File: src/rtl/irq_sel_pkg.sv
package irq_sel_pkg;
  localparam int N_SRC  = 7;
  localparam int CODE_W = 3;

  typedef enum logic [CODE_W-1:0] {
    SRC_TLZ  = 3'd0,
    SRC_TICK = 3'd1,
    SRC_VEC  = 3'd2,
    SRC_CPU  = 3'd3,
    SRC_DEV  = 3'd4,
    SRC_RERR = 3'd5,
    SRC_SOFT = 3'd6
  } src_e;
endpackage

File: src/rtl/irq_pend_bank.sv
module irq_pend_bank #(
  parameter int N = 7
) (
  input  logic         clk,
  input  logic         rst,
  input  logic [N-1:0] post_i,
  input  logic [N-1:0] clr_i,
  output logic [N-1:0] pend_o
);
  for (genvar k = 0; k < N; k++) begin : g_flag
    logic flag_q;
    always_ff @(posedge clk) begin
      if (rst) flag_q <= 1'b0;
      else     flag_q <= (flag_q & ~clr_i[k]) | post_i[k];
    end
    assign pend_o[k] = flag_q;
  end
endmodule

File: src/rtl/irq_lvl_enc.sv
module irq_lvl_enc #(
  parameter int SI_W  = 16,
  parameter int LVL_W = $clog2(SI_W)
) (
  input  logic [SI_W-1:0]  si_i,
  output logic [LVL_W-1:0] lvl_o,
  output logic             rest_any_o
);
  logic [SI_W-1:0] rest;

  always_comb begin
    lvl_o = '0;
    for (int i = 1; i < SI_W; i++) begin
      if (si_i[i]) lvl_o = LVL_W'(i);
    end
  end

  always_comb begin
    rest        = si_i;
    rest[0]     = 1'b0;
    rest[lvl_o] = 1'b0;
  end

  assign rest_any_o = |rest;
endmodule

File: src/rtl/irq_pick.sv
module irq_pick
  import irq_sel_pkg::*;
#(
  parameter int LVL_W   = 4,
  parameter int TL_W    = 3,
  parameter int VEC_LIM = 6
) (
  input  logic [N_SRC-1:0]  pend_i,
  input  logic              hpriv_i,
  input  logic              ie_i,
  input  logic              tlz_en_i,
  input  logic [TL_W-1:0]   tl_i,
  input  logic [LVL_W-1:0]  pil_i,
  input  logic [LVL_W-1:0]  lvl_i,
  output logic              hit_o,
  output src_e              code_o,
  output logic [LVL_W-1:0]  lvl_o
);
  logic soft_vec;
  logic soft_lvl;

  assign soft_vec = pend_i[SRC_SOFT] && (lvl_i < LVL_W'(VEC_LIM)) && pend_i[SRC_VEC];
  assign soft_lvl = pend_i[SRC_SOFT] && (lvl_i > pil_i);

  always_comb begin
    hit_o  = 1'b1;
    code_o = SRC_TLZ;
    lvl_o  = '0;
    if (hpriv_i) begin
      if (ie_i && pend_i[SRC_TICK])     code_o = SRC_TICK;
      else if (ie_i && pend_i[SRC_VEC]) code_o = SRC_VEC;
      else                              hit_o  = 1'b0;
    end else if (pend_i[SRC_TLZ] && tlz_en_i && (tl_i == '0)) begin
      code_o = SRC_TLZ;
    end else if (pend_i[SRC_TICK]) begin
      code_o = SRC_TICK;
    end else if (!ie_i) begin
      hit_o = 1'b0;
    end else if (pend_i[SRC_CPU]) begin
      code_o = SRC_CPU;
    end else if (pend_i[SRC_DEV]) begin
      code_o = SRC_DEV;
    end else if (soft_vec) begin
      code_o = SRC_VEC;
    end else if (soft_lvl) begin
      code_o = SRC_SOFT;
      lvl_o  = lvl_i;
    end else if (pend_i[SRC_RERR]) begin
      code_o = SRC_RERR;
    end else begin
      hit_o = 1'b0;
    end
  end
endmodule

File: src/rtl/irq_prio_sel.sv
module irq_prio_sel
  import irq_sel_pkg::*;
#(
  parameter int SI_W    = 16,
  parameter int TL_W    = 3,
  parameter int VEC_LIM = 6,
  localparam int LVL_W  = $clog2(SI_W)
) (
  input  logic              clk,
  input  logic              rst,
  input  logic [N_SRC-1:0]  post_i,
  input  logic              take_i,
  input  logic              hpriv_i,
  input  logic              ie_i,
  input  logic              tlz_en_i,
  input  logic [TL_W-1:0]   tl_i,
  input  logic [LVL_W-1:0]  pil_i,
  input  logic [SI_W-1:0]   softint_i,
  output logic              cause_vld_o,
  output logic [N_SRC-1:0]  cause_src_o,
  output logic [CODE_W-1:0] cause_code_o,
  output logic [LVL_W-1:0]  cause_lvl_o,
  output logic [N_SRC-1:0]  pend_o,
  output logic              pend_any_o
);
  logic [LVL_W-1:0] si_lvl;
  logic             si_rest;
  logic             hit;
  src_e             code;
  logic [LVL_W-1:0] hit_lvl;
  logic [N_SRC-1:0] grant;
  logic [N_SRC-1:0] clr;

  irq_pend_bank #(.N(N_SRC)) u_bank (
    .clk    (clk),
    .rst    (rst),
    .post_i (post_i),
    .clr_i  (clr),
    .pend_o (pend_o)
  );

  irq_lvl_enc #(.SI_W(SI_W), .LVL_W(LVL_W)) u_enc (
    .si_i       (softint_i),
    .lvl_o      (si_lvl),
    .rest_any_o (si_rest)
  );

  irq_pick #(.LVL_W(LVL_W), .TL_W(TL_W), .VEC_LIM(VEC_LIM)) u_pick (
    .pend_i   (pend_o),
    .hpriv_i  (hpriv_i),
    .ie_i     (ie_i),
    .tlz_en_i (tlz_en_i),
    .tl_i     (tl_i),
    .pil_i    (pil_i),
    .lvl_i    (si_lvl),
    .hit_o    (hit),
    .code_o   (code),
    .lvl_o    (hit_lvl)
  );

  always_comb begin
    grant = '0;
    if (take_i && hit) grant[code] = 1'b1;
    clr = grant;
    if (si_rest) clr[SRC_SOFT] = 1'b0;
  end

  assign pend_any_o = |pend_o;

  always_ff @(posedge clk) begin
    if (rst) begin
      cause_vld_o  <= 1'b0;
      cause_src_o  <= '0;
      cause_code_o <= '0;
      cause_lvl_o  <= '0;
    end else begin
      cause_vld_o  <= take_i && hit;
      cause_src_o  <= grant;
      cause_code_o <= (take_i && hit) ? code : '0;
      cause_lvl_o  <= (take_i && hit) ? hit_lvl : '0;
    end
  end
endmodule

File: config.mk
export PLATFORM = sky130hd
export DESIGN_NAME = irq_prio_sel
export DESIGN_NICKNAME = d
export VERILOG_FILES = /design/src/rtl/irq_sel_pkg.sv /design/src/rtl/irq_pend_bank.sv /design/src/rtl/irq_lvl_enc.sv /design/src/rtl/irq_pick.sv /design/src/rtl/irq_prio_sel.sv
export SDC_FILE = /design/constraint.sdc
export NUM_CORES = 1
export LEC_CHECK = 0
export BUFFER_PORTS_ARGS = -buffer_cell sky130_fd_sc_hd__buf_4
export CORE_UTILIZATION = 35
export DETAILED_ROUTE_END_ITERATION = 10
export GPL_ROUTABILITY_DRIVEN = 0
export PLACE_DENSITY = 0.72
export SYNTH_ARGS = -nofsm -noshare
export SYNTH_HDL_FRONTEND = slang
export SYNTH_SLANG_ARGS = --single-unit
File: constraint.sdc
create_clock -name clk -period 8.52 [get_ports clk]
set_clock_uncertainty 0.1 [all_clocks]
set_input_delay 1.704 -clock clk [delete_from_list [all_inputs] [get_ports clk]]
set_output_delay 1.704 -clock clk [all_outputs]
set_load 0.1 [all_outputs]
# Word-level counts from Yosys, hierarchy flattened
# Cells that the tools add are included.
[totals]
inputBits = 36
reg_bits = 22
output_inout_bits = 23
elab_cells = 101
[classes]
n_reduce_logical = 15
mux = 43
n_lt_le_gt_ge = 6
bitwise = 26
[ops]
columns = ["cell", "count"]
rows = [
  ["two-way mux 3 bit", 14],
  ["two-way mux 4 bit", 8],
  ["bitwise AND 16 bit", 1],
  ["inverter 16 bit", 1],
  ["OR reduction 16 bit", 1],
  ["two-way mux 1 bit", 15],
  ["logical AND 1 bit", 10],
  ["inverter 1 bit", 10],
  ["OR reduction 10 bit", 1],
  ["bitwise AND 1 bit", 7],
  ["two-way mux 7 bit", 1],
  ["bitwise OR 1 bit", 7],
  ["OR reduction 7 bit", 1],
  ["two-way mux 2 bit", 3],
  ["less-than comparator 4 x 5 -> 1 bit, second input constant", 1],
  ["demux 1 bit (select 4 bit)", 1],
  [">= comparator 4 x 1 -> 1 bit, second input constant", 1],
  ["> comparator 4 bit", 1],
  ["less-than comparator 3 x 4 -> 1 bit, second input constant", 1],
  ["less-than comparator 4 x 3 -> 1 bit, second input constant", 1],
  ["demux 1 bit (select 3 bit)", 1],
  [">= comparator 3 x 1 -> 1 bit, second input constant", 1],
  ["zero test 3 bit", 1],
  ["OR reduction 2 bit", 1],
]

# Longest topological paths before layout
[logic_depth]
depth_word = 34
ltp_mapped = 15

# Hierarchy
# Synthesis repeated with hierarchy kept, for this count alone.
[hier_totals]
cells_unflattened = 180
area_unflattened_um2 = 1451.4
[by_module_without_submodules]
columns = ["module", "cells_per_inst", "area_per_inst_um2", "n_inst"]
rows = [
  ["irq_prio_sel", 47, 469.2, 1],
  ["irq_pend_bank", 35, 350.3, 1],
  ["irq_pick", 52, 335.3, 1],
  ["irq_lvl_enc", 46, 296.5, 1],
]

# Worst setup path after synthesis
# Ideal clock, no wire load.
[synth_timing]
kind = "in2reg"
from = "input softint_i[11]"
to = "register u_bank.g_flag[0].flag_q"
slack_ps = 3919
arrival_ps = 4369
required_time_ps = 8288
setup_ps = 132
path_stages = 13
cell_sequence = "clkbuf_1 o31a_1 a211oi_1 inv_1 ha_1 nor2b_1 o211ai_1 a21o_1 a2111oi_4 or2_1 buf_4 nor4_1 nor3_2"
[synth_via]
elab_chain_cells = 23
elab_cells_between_ends = 36
classes_between = "4 x order compare; 24 x mux; 3 x bitwise; 5 x reduce/logical"
[synth_rtl]
columns = ["item", "line_no", "rtl"]
rows = [
  ["start, declared", "irq_prio_sel.sv:18", "input logic [SI_W-1:0] softint_i,"],
  ["two-way mux 4 bit (*) (5 in a row)", "irq_lvl_enc.sv:14", "if (si_i[i]) lvl_o = LVL_W'(i);"],
  ["via si_lvl[1]", "irq_prio_sel.sv:26", "logic [LVL_W-1:0] si_lvl;"],
  ["> comparator 4 bit or less-than comparator 4 x 3 -> 1 bit (tied branches)", "irq_pick.sv:23, irq_pick.sv:22", ""],
  ["logical AND 1 bit (on tied branches)", "irq_pick.sv:23, irq_pick.sv:22", ""],
  ["two-way mux 3 bit or logical AND 1 bit (tied branches)", "irq_pick.sv:45, irq_pick.sv:22", ""],
  ["two-way mux 3 bit", "irq_pick.sv:43", "end else if (soft_vec) begin"],
  ["two-way mux 3 bit", "irq_pick.sv:41", "end else if (pend_i[SRC_DEV]) begin"],
  ["two-way mux 3 bit", "irq_pick.sv:39", "end else if (pend_i[SRC_CPU]) begin"],
  ["[4 not listed]", "n/a", ""],
  ["less-than comparator 3 x 4 -> 1 bit (implied by the code) or >= comparator 3 x 1 -> 1 bit (tied branches)", "irq_prio_sel.sv:63", "if (take_i && hit) grant[code] = 1'b1;"],
  ["logical AND 1 bit (implied by the code)", "irq_prio_sel.sv:63", ""],
  ["two-way mux 1 bit (implied by the code)", "irq_prio_sel.sv:63", ""],
  ["demux 1 bit (select 3 bit)", "irq_prio_sel.sv:63", ""],
  ["two-way mux 7 bit (*)", "irq_prio_sel.sv:63", ""],
  ["inverter 1 bit (*)", "irq_pend_bank.sv:14", "else flag_q <= (flag_q & ~clr_i[k]) | post_i[k];"],
  ["bitwise AND 1 bit (*)", "irq_pend_bank.sv:14", ""],
  ["bitwise OR 1 bit (*)", "irq_pend_bank.sv:14", ""],
  ["end signal, assigned", "irq_pend_bank.sv:14", ""],
  ["end, declared", "irq_pend_bank.sv:11", "logic flag_q;"],
]
# The timed path passes the listed nets; every way through them passes the cells marked *.
# A chain may end at the register's enable or synchronous reset.

# Worst setup path in the final report
[layout_timing]
from = "input softint_i[6]"
to = "register u_bank.g_flag[6].flag_q"
[layout_via]
elab_chain_cells = 29
elab_cells_between_ends = 50
classes_between = "6 x order compare; 32 x mux; 5 x bitwise; 7 x reduce/logical"
[layout_rtl]
columns = ["item", "line_no", "rtl"]
rows = [
  ["two-way mux 3 bit (*) (2 in a row)", "irq_lvl_enc.sv:14", ""],
  ["two-way mux 4 bit (*) (8 in a row)", "irq_lvl_enc.sv:14", ""],
  ["via si_lvl[1]", "irq_prio_sel.sv:26", ""],
  ["> comparator 4 bit or less-than comparator 4 x 3 -> 1 bit (tied branches)", "irq_pick.sv:23, irq_pick.sv:22", ""],
  ["logical AND 1 bit (on tied branches)", "irq_pick.sv:23, irq_pick.sv:22", ""],
  ["two-way mux 3 bit or logical AND 1 bit (tied branches)", "irq_pick.sv:45, irq_pick.sv:22", ""],
  ["two-way mux 3 bit", "irq_pick.sv:43", ""],
  ["two-way mux 3 bit", "irq_pick.sv:41", ""],
  ["[6 not listed]", "n/a", ""],
  ["logical AND 1 bit (implied by the code)", "irq_prio_sel.sv:63", ""],
  ["two-way mux 1 bit (implied by the code)", "irq_prio_sel.sv:63", ""],
  ["demux 1 bit (select 3 bit)", "irq_prio_sel.sv:63", ""],
  ["two-way mux 7 bit", "irq_prio_sel.sv:63", ""],
  ["two-way mux 1 bit (*)", "irq_prio_sel.sv:65", "if (si_rest) clr[SRC_SOFT] = 1'b0;"],
  ["inverter 1 bit (*)", "irq_pend_bank.sv:14", ""],
  ["bitwise AND 1 bit (*)", "irq_pend_bank.sv:14", ""],
  ["bitwise OR 1 bit (*)", "irq_pend_bank.sv:14", ""],
  ["end signal, assigned", "irq_pend_bank.sv:14", ""],
  ["end, declared", "irq_pend_bank.sv:11", ""],
]
# Marked as above.

==> summary.md <==
| Metric | Value |
|---|---|
| Status | `completed` |
| Final Cell Area | `0.00191 mm²` |
| Commonest non-fill, non-tap cell in the layout | `buf_4` |
| Synth area leader | `dfxtp_1` |
| Synthesized area | `between 0.001 and 0.0015 mm²` |
| Setup Fix Bufs, Post-CTS | `0` |
| TNS Setup | `0 ps` |
| Chip width | `65.8 µm` |
| Antenna cells | `0` |
| Combinational Power Share | `28.7%` |
| Crit-path max FO | `6` |
| CTS tree | `built` |
| Final #Nets | `266` |
| Ratio of cells with drive above 1 in the final layout | `between 30% and 40%` |
| Clock Pin Slew Worst Setup and Hold Paths | `approximately 80 ps` |
| Post-DP Area | `0.00184 mm²` |
| Worst Setup Start Kind | `primary input` |
| Routed wire length | `between 3000 and 4000 µm` |
| Power density over the cells | `153 mW/mm²` |
| Final setup fails | `0` |
| Register Area | `440 µm²` |
| Post-synth EDFFs | `0` |
| Slew @ Worst Pin | `between 1000 and 1500 ps` |
| Vias | `1509` |
| Multi-input gate area | `860 µm²` |
| Vias per inst | `between 5 and 6` |
| Top cells by area, synth | `dfxtp_1 31%, nor2_1 7.6%, buf_4 4.2%` |
| Antenna viol nets, final | `0` |
| All-Layer GR Usage | `18.1%` |
| Fmax | `about 210 MHz` |
| Total clock sinks | `22` |
| Critical path's largest stage delay | `540 ps` |
| Final Hold Fails | `0` |
| CP Class | `primary input to register` |
| Die height | `65.8 µm` |
| Largest net degree at the start of global routing | `14` |
| Area Growth Syn to Fin | `33.9%` |
| Cells after synthesis | `between 150 and 200` |
| HPWL reported at the end of detailed placement | `2880 µm` |
| Util after Layout | `50.6%` |
| Worst VDD drop | `0.0000644 V` |
| FFs w/ async S/R, synth | `0%` |
| Routed wl met2 | `1650 µm` |
| Most frequent cells in the layout | `57 x buf_4, 29 x nor2_1, 22 x dfxtp_1, 11 x inv_1, 8 x nand2_1` |
| R2R Setup Slk | `5660 ps` |
| Initial antenna violation count | `0` |
| Layout fillers | `361` |
| Lkg Pwr | `0.797 nW` |
| Post-synth cell types | `53` |
| GRT overflow | `0` |
| # hold bufs at CTS | `0` |
| Most common cell on crit path | `a211oi_1` |
| IO Port Bufs | `57` |
| HP Class | `register to register` |
| First-pass GRT wire length | `between 6000 and 7000 µm` |
| Switch Pwr | `0.0948 mW` |
| Count of pins over their slew limit | `0` |
| WL/cell | `about 13 µm` |
| Core area | `about 0.0038 mm²` |
| Routed wl met3 | `289 µm` |
| Worst path cell trace | `buf_4 -> nor2_1 -> o311ai_1 -> a211oi_1 -> inv_1 -> ha_1 -> nor2b_1 -> o211ai_1 -> a21o_1 -> a211oi_1 -> nand2b_1 -> a2111oi_0 -> a211oi_1` |
| Slowest cell on crit path | `a211oi_1` |
| Initial DRC count | `36` |
| Seq/Total Area, Yosys | `30.9%` |
| Slew margin rel. | `26.0%` |
| Rows | `22` |
| Clk Latency, worst-skew pair | `260 ps` |
| Yosys warnings | `0` |
| Clock share of power | `around 33%` |
| CTS Buffer Depth | `2` |
| Final Cycle Share | `between 50% and 60%` |
| Min cycle time layout | `between 4000 and 5000 ps` |
| Sw frac | `32.5%` |
| Max Cap Viol | `0` |
| CTS H-tree depth | `1` |
| Vias in the first global route | `1309` |
| DR pass1 iterations | `4` |
| Overall power | `slightly below 0.3 mW` |
| Die ar. | `around 0.0043 mm²` |
| Root Buffer | `clkbuf_8` |
| CTS resizes | `0` |
| Top sig layer | `met4` |
| Syn Area/Cell | `approximately 8 µm²` |
| Num ports | `a little under 60` |
| #FFs+latches synth | `22` |
| Share of the synthesized area in the top cell type | `30.9%` |
| WP data required | `8560 ps` |
| Post-Route M1 WL | `1680 µm` |
| CP endpoint kind | `register` |
| Crit path DAT | `4800 ps` |
| TritonCTS Buffers | `3` |
| DRC Markers | `0` |
| RSZ-0062 raised after global routing | `no` |
| Net Count, Synth | `approximately 220` |
| Initial Utilization | `around 38%` |
| Flop pwr share | `38.0%` |
| Hold slack final | `452 ps` |
| Internal | `0.197 mW` |
| Post-synth top flop | `dfxtp_1` |
logic make-up (layout without fill, tap and decap cells):
group | after synthesis | after routing | synth area share, %
AOI/OAI and AO/OA | 42 | 42 | 24.1
adders and majority gates | 5 | 5 | 4.21
buffers and inverters | 25 | 74 | 8.78
DFF | 22 | 22 | 30.9
and+or+nand+nor | 82 | 82 | 32.0
worst max-delay path: cells and delay by family:
family | cells | cell delay [ps]
adder cells (fa/ha/maj) | 1 | 330
AO/OA/AOI/OAI | 7 | 2010
buffers and inverters | 2 | 300
AND/OR/NAND/NOR | 3 | 470
synthesized netlist by cell type (all sizes together), types with 3 or more instances:
| master | count |
|---|---|
| a211oi | 4 |
| a21oi | 6 |
| buf | 9 |
| clkbuf | 3 |
| dfxtp | 22 |
| ha | 4 |
| inv | 13 |
| nand2 | 8 |
| nand2b | 3 |
| nand3 | 5 |
| nor2 | 29 |
| nor2b | 3 |
| nor3 | 10 |
| nor4 | 5 |
| o21ai | 5 |
| o311ai | 3 |
| o31ai | 3 |
| or3 | 3 |
| or4 | 7 |
area by class of cell:
type	count	share of cell area, %
Multi-Input combinational cell	129	45.0
Sequential cell	22	23.1
Timing Repair Buffer	57	22.4
Tap cell	48	3.15
Inverter	13	2.56
Clock buffer	3	2.16
Clock inverter	1	1.57
power by group through the flow:
stage          Clock (mW)  Combinational [mW]  Sequential, mW
2_1_floorplan           0              0.0518           0.120
3_3_place_gp            0              0.0828           0.113
3_5_place_dp            0              0.0834           0.113
4_1_cts             0.100              0.0837           0.111
5_1_grt             0.105              0.0900           0.112
6_report           0.0971              0.0836           0.111
sequential cells by signal, indices dropped and copies added (netlist names):
signal,cells
cause_src_o,7
cause_code_o,3
cause_vld_o,1
u_bank.g_flag.flag_q,7
cause_lvl_o,4
path summary, 6_finish.rpt:
check / from / cells past startpoint / to
worst min register to register: u_bank.g_flag[3].flag_q / 2 / u_bank.g_flag[3].flag_q
worst max-delay path: softint_i[6] / 13 / u_bank.g_flag[6].flag_q
worst min-delay path: u_bank.g_flag[3].flag_q / 2 / u_bank.g_flag[3].flag_q
worst max register to register: u_bank.g_flag[0].flag_q / 7 / u_bank.g_flag[6].flag_q
through the flow:
step	setup WS (ps)	instances
after floorplan	3920	176
after global placement	3530	269
after detailed placement	3470	269
after CTS	3760	273
after global routing	3450	273
final	3750	273
per-layer routing:
layer | vias to the layer above | global-route usage, %
li1 | 751 | -
met1 | 683 | 25.1
met2 | 71 | 28.3
met3 | 4 | 3.45
met4 | 0 | 4.89
met5 | - | 0
Power figures use the tool's default switching activity.
